===== src/rtl/seq_chain_pkg.sv =====
package seq_chain_pkg;
  // bits needed to hold positions 0..n
  function automatic int pos_bits(int n);
    return (n < 1) ? 1 : $clog2(n + 1);
  endfunction
endpackage


===== src/rtl/seq_pos_reg.sv =====
module seq_pos_reg #(
  parameter int N_CHILD = 4,
  parameter int PW      = 3
) (
  input  logic          clk,
  input  logic          rst,
  input  logic          accept_i,
  input  logic          step_i,
  output logic [PW-1:0] pos_o
);
  localparam logic [PW-1:0] LAST = PW'(N_CHILD);

  logic [PW-1:0] pos_q;

  always_ff @(posedge clk) begin
    if (rst) begin
      pos_q <= '0;
    end else if (pos_q == '0) begin
      if (accept_i) pos_q <= PW'(1);
    end else if (step_i) begin
      pos_q <= (pos_q == LAST) ? '0 : pos_q + PW'(1);
    end
  end

  assign pos_o = pos_q;

  AST_IDLE_ACCEPT: assert property (@(posedge clk) disable iff (rst)
    (accept_i && pos_q == '0) |=> (pos_q == PW'(1)));
  AST_HOLD_WAIT: assert property (@(posedge clk) disable iff (rst)
    (pos_q != '0 && !step_i) |=> $stable(pos_q));
  AST_LAST_WRAP: assert property (@(posedge clk) disable iff (rst)
    (pos_q == LAST && step_i) |=> (pos_q == '0));
endmodule


===== src/rtl/seq_launch_dec.sv =====
module seq_launch_dec #(
  parameter int N_CHILD = 4,
  parameter int PW      = 3
) (
  input  logic [PW-1:0]      pos_i,
  input  logic [N_CHILD-1:0] child_done_i,
  output logic [N_CHILD-1:0] launch_o,
  output logic               step_o,
  output logic               idle_done_o
);
  for (genvar k = 0; k < N_CHILD; k++) begin : g_slot
    if (k == 0) begin : g_first
      assign launch_o[k] = (pos_i == PW'(1));
    end else begin : g_next
      assign launch_o[k] = (pos_i == PW'(k + 1)) && child_done_i[k-1];
    end
  end

  assign step_o      = |launch_o;
  assign idle_done_o = (pos_i == '0) && child_done_i[N_CHILD-1];
endmodule


===== src/rtl/seq_chain_ctrl.sv =====
module seq_chain_ctrl #(
  parameter int N_CHILD = 4
) (
  input  logic               clk,
  input  logic               rst,
  input  logic               go_i,
  input  logic [N_CHILD-1:0] child_done_i,
  output logic [N_CHILD-1:0] child_start_o,
  output logic               busy_o,
  output logic               done_o
);
  localparam int PW = seq_chain_pkg::pos_bits(N_CHILD);

  logic [PW-1:0] pos;
  logic          step;
  logic          idle_done;
  logic          accept;

  assign accept = go_i && idle_done;

  seq_pos_reg #(.N_CHILD(N_CHILD), .PW(PW)) u_pos (
    .clk      (clk),
    .rst      (rst),
    .accept_i (accept),
    .step_i   (step),
    .pos_o    (pos)
  );

  seq_launch_dec #(.N_CHILD(N_CHILD), .PW(PW)) u_dec (
    .pos_i        (pos),
    .child_done_i (child_done_i),
    .launch_o     (child_start_o),
    .step_o       (step),
    .idle_done_o  (idle_done)
  );

  assign done_o = idle_done;
  assign busy_o = !idle_done;

  AST_ONE_LAUNCH: assert property (@(posedge clk) disable iff (rst)
    $onehot0(child_start_o));
  AST_BUSY_IGNORED: assert property (@(posedge clk) disable iff (rst)
    (go_i && busy_o) |=> !child_start_o[0]);
  AST_GO_LAUNCH: assert property (@(posedge clk) disable iff (rst)
    (go_i && done_o) |=> child_start_o[0]);
endmodule


===== config.mk =====
export PLATFORM = sky130hd
export DESIGN_NAME = seq_chain_ctrl
export DESIGN_NICKNAME = d
export VERILOG_FILES = /design/src/rtl/seq_chain_pkg.sv /design/src/rtl/seq_pos_reg.sv /design/src/rtl/seq_launch_dec.sv /design/src/rtl/seq_chain_ctrl.sv
export SDC_FILE = /design/constraint.sdc
export NUM_CORES = 1
export LEC_CHECK = 0
export BUFFER_PORTS_ARGS = -buffer_cell sky130_fd_sc_hd__buf_2
export CORE_AREA = 8 8 45 47
export DETAILED_ROUTE_END_ITERATION = 10
export DIE_AREA = 0 0 53 55
export PLACE_DENSITY = 0.49
export SKIP_CTS_REPAIR_TIMING = 1
export SLEW_MARGIN = 20
export SYNTH_ARGS = -nofsm -noshare
export SYNTH_HDL_FRONTEND = slang
export SYNTH_SLANG_ARGS = --single-unit

===== constraint.sdc =====
create_clock -name clk -period 1.8 [get_ports clk]
set_clock_uncertainty 0.05 [all_clocks]
set_input_delay 0.27 -clock clk [delete_from_list [all_inputs] [get_ports clk]]
set_output_delay 0.27 -clock clk [all_outputs]
set_load 0.02 [all_outputs]

==> results.toml <==
[run_status]
status = "completed"

[critical_path]
r2r_end = "u_pos.pos_o[1]"
cp_max_fo = 6
path_class = "register to output pin"
cp.required_ns = 1.48
critPathLaunchType = "register"
ff2ff_setup_slack_ns = 0.24
crit_arrival_ns = 1.39
crit_end = "busy_o"
reg2reg_depth = 6
crit_start = "u_pos.pos_o[0]"
rr_startpoint = "u_pos.pos_o[0]"
endpoint_kind = "output pin"

[die]
die_w_um = 53
rows = 14
die_height_um = 55
core_area_um2 = 1380
die_area_um2 = 2920
ioPinCount = 13
start_util = 0.220

[synthesis]
syn_area_um2 = 304
yosysWarnings = 0
ys_ff_latch = 3
ys_types = 22
synth_top_family_by_area = "simple AND/OR/NAND/NOR gates"
syn-num-nets = 48
syn_avg_cell_area_um2 = 8.45
synth_top_cell_by_area = "ha_1"
synth_mux_area_frac = 0
postSynthCellCount = 36
synth_adder_area_share = 0.206
seq_area_frac_synth = 0.198
yosysTopAreaCellShare = 0.206
synthSimpleGateAreaFrac = 0.267
synthXorXnorAreaFrac = 0
synth-compound-area-share = 0.243
synth_area_leaders = "ha_1 21%, dfxtp_1 20%, inv_1 8.6%"

[cells_and_area]
post-route-util = 0.313
largest_reg_flops = 3
fin_cells = 69
area_growth_pct = 42.4
drive_gt1_frac = 0.415
final_nets = 66
final_area_um2 = 433
diodes = 0

[min_path]
min_path_type = "input pin to register"

[timing]
period_minus_slack_ns = 1.71
finalHoldViolations = 0
period_share = 0.950
worstMarginPinSlew_ns = 0.309
clock.fmax_mhz = 585
finalSetupViolCount = 0
setup_tns_ns = 0
rsz0062_at_grt = "false"
slew_headroom = 0.791
final_max_slew_viol_count = 0

[cts]
clkSlewWorstSetupHoldPaths_ns = 0.04
clock-root-buffer = "clkbuf_4"
cts_buffers = 3
clk_latency_ns = 0.23
cts_tree = "yes"
cts.path.max_buffers = 2
htree_levels = 1
cts_num_sinks = 3

[pwr]
vdd_ir_drop_max_v = 0.000406
power.density_nw_per_um2 = 1110
leakagePower_nw = 0.241

[detailed_routing]
routedWlPerCell_um = 11.3
drt-initial-drc-count = 6
vias = 319
ant_nets = 0
drc = 0
viasPerCell = 4.62
dr.pass1.iters = 2
finalWirelength_um = 783

[global_routing]
antenna_found_initial = 0
track_usage = 0.0617
gr-total-overflow = 0
grt_pass1_vias = 326
grt_max_degree = 7
grt_pass1_wl_um = 1320

[placement]
gp_congestion = 0.696
placed_cells = 65
port-buffer-count = 12
placed_area_um2 = 392
hpwl_um = 647

[run]
max_cap_viol_count = 0
critical path, stage by stage, from the launching register on:
cell and delay, ns:
dfxtp_1 0.35, inv_1 0.10, ha_4 0.19, nor2b_2 0.16, and2_1 0.17, inv_1 0.05, buf_2 0.15
cell type report:
type,count,area (um^2)
Clock buffer,4,26.3
Fill cell,163,951
Inverter,7,26.3
Multi-Input combinational cell,26,233
Sequential cell,3,60.1
Tap cell,16,20.0
Timing Repair Buffer,13,67.6
stage by stage:
| step | total power [W] | hold WS (ns) | worst slack, ns |
|---|---|---|---|
| floorplan | 0.000255 | 0.289 | 0.168 |
| global placement | 0.000340 | 0.465 | 0.174 |
| detailed placement | 0.000338 | 0.456 | 0.190 |
| CTS | 0.000462 | 0.207 | -0.0662 |
| global route | 0.000535 | 0.208 | 0.00133 |
| finish | 0.000479 | 0.220 | 0.0898 |
cell usage after synthesis (all sizes together):
cell type and n:
a21oi 2, a311o 2, a31oi 1, and2 1, and3 1, dfxtp 3, ha 5, inv 7
nand2 2, nand2b 1, nand3 1, nand3b 1, nand4 1, nor2 1, nor2b 1, nor3 1
o211ai 1, o311ai 1, o31ai 2, or3b 1
cell usage in the layout, fill, tap and decap left out, drive strengths merged, types with 2 or more instances in the layout:
cell type and count:
buf 13, a311o 2, ha 5, dfxtp 3
a21oi 2, inv 7, o31ai 2, clkbuf 4
nand2 2
logic make-up after synthesis:
group / Yosys count
and+or+nand+nor: 12
AOI/OAI and AO/OA: 9
buffers and inverters: 7
adders and majority gates: 5
DFF: 3
worst min path at each step:
| stage | from | to | slack (ns) | depth (start not counted) |
|---|---|---|---|---|
| 6_report | rst | u_pos.pos_o[2] | 0.22 | 2 |
| 5_1_grt | rst | u_pos.pos_o[2] | 0.21 | 2 |
| 4_1_cts | rst | u_pos.pos_o[2] | 0.21 | 2 |
| 3_5_place_dp | rst | u_pos.pos_o[2] | 0.46 | 2 |
| 3_3_place_gp | rst | u_pos.pos_o[2] | 0.47 | 2 |
| 2_1_floorplan | rst | u_pos.pos_o[2] | 0.29 | 1 |
power breakdown:
group          switching [W]  total (W)  internal [W]
logic               0.000154   0.000270      0.000116
registers          0.0000111  0.0000913     0.0000802
clock network      0.0000346   0.000118     0.0000831
metal layers:
| metal | vias to the layer above | track usage | wire length (um) |
|---|---|---|---|
| li1 | 163 | - | - |
| met1 | 147 | 0.0667 | 360 |
| met2 | 9 | 0.0957 | 371 |
| met3 | 0 | 0.0455 | 51 |
| met4 | 0 | 0.0129 | 0 |
| met5 | - | 0 | 0 |
Power figures use the tool's default switching activity.
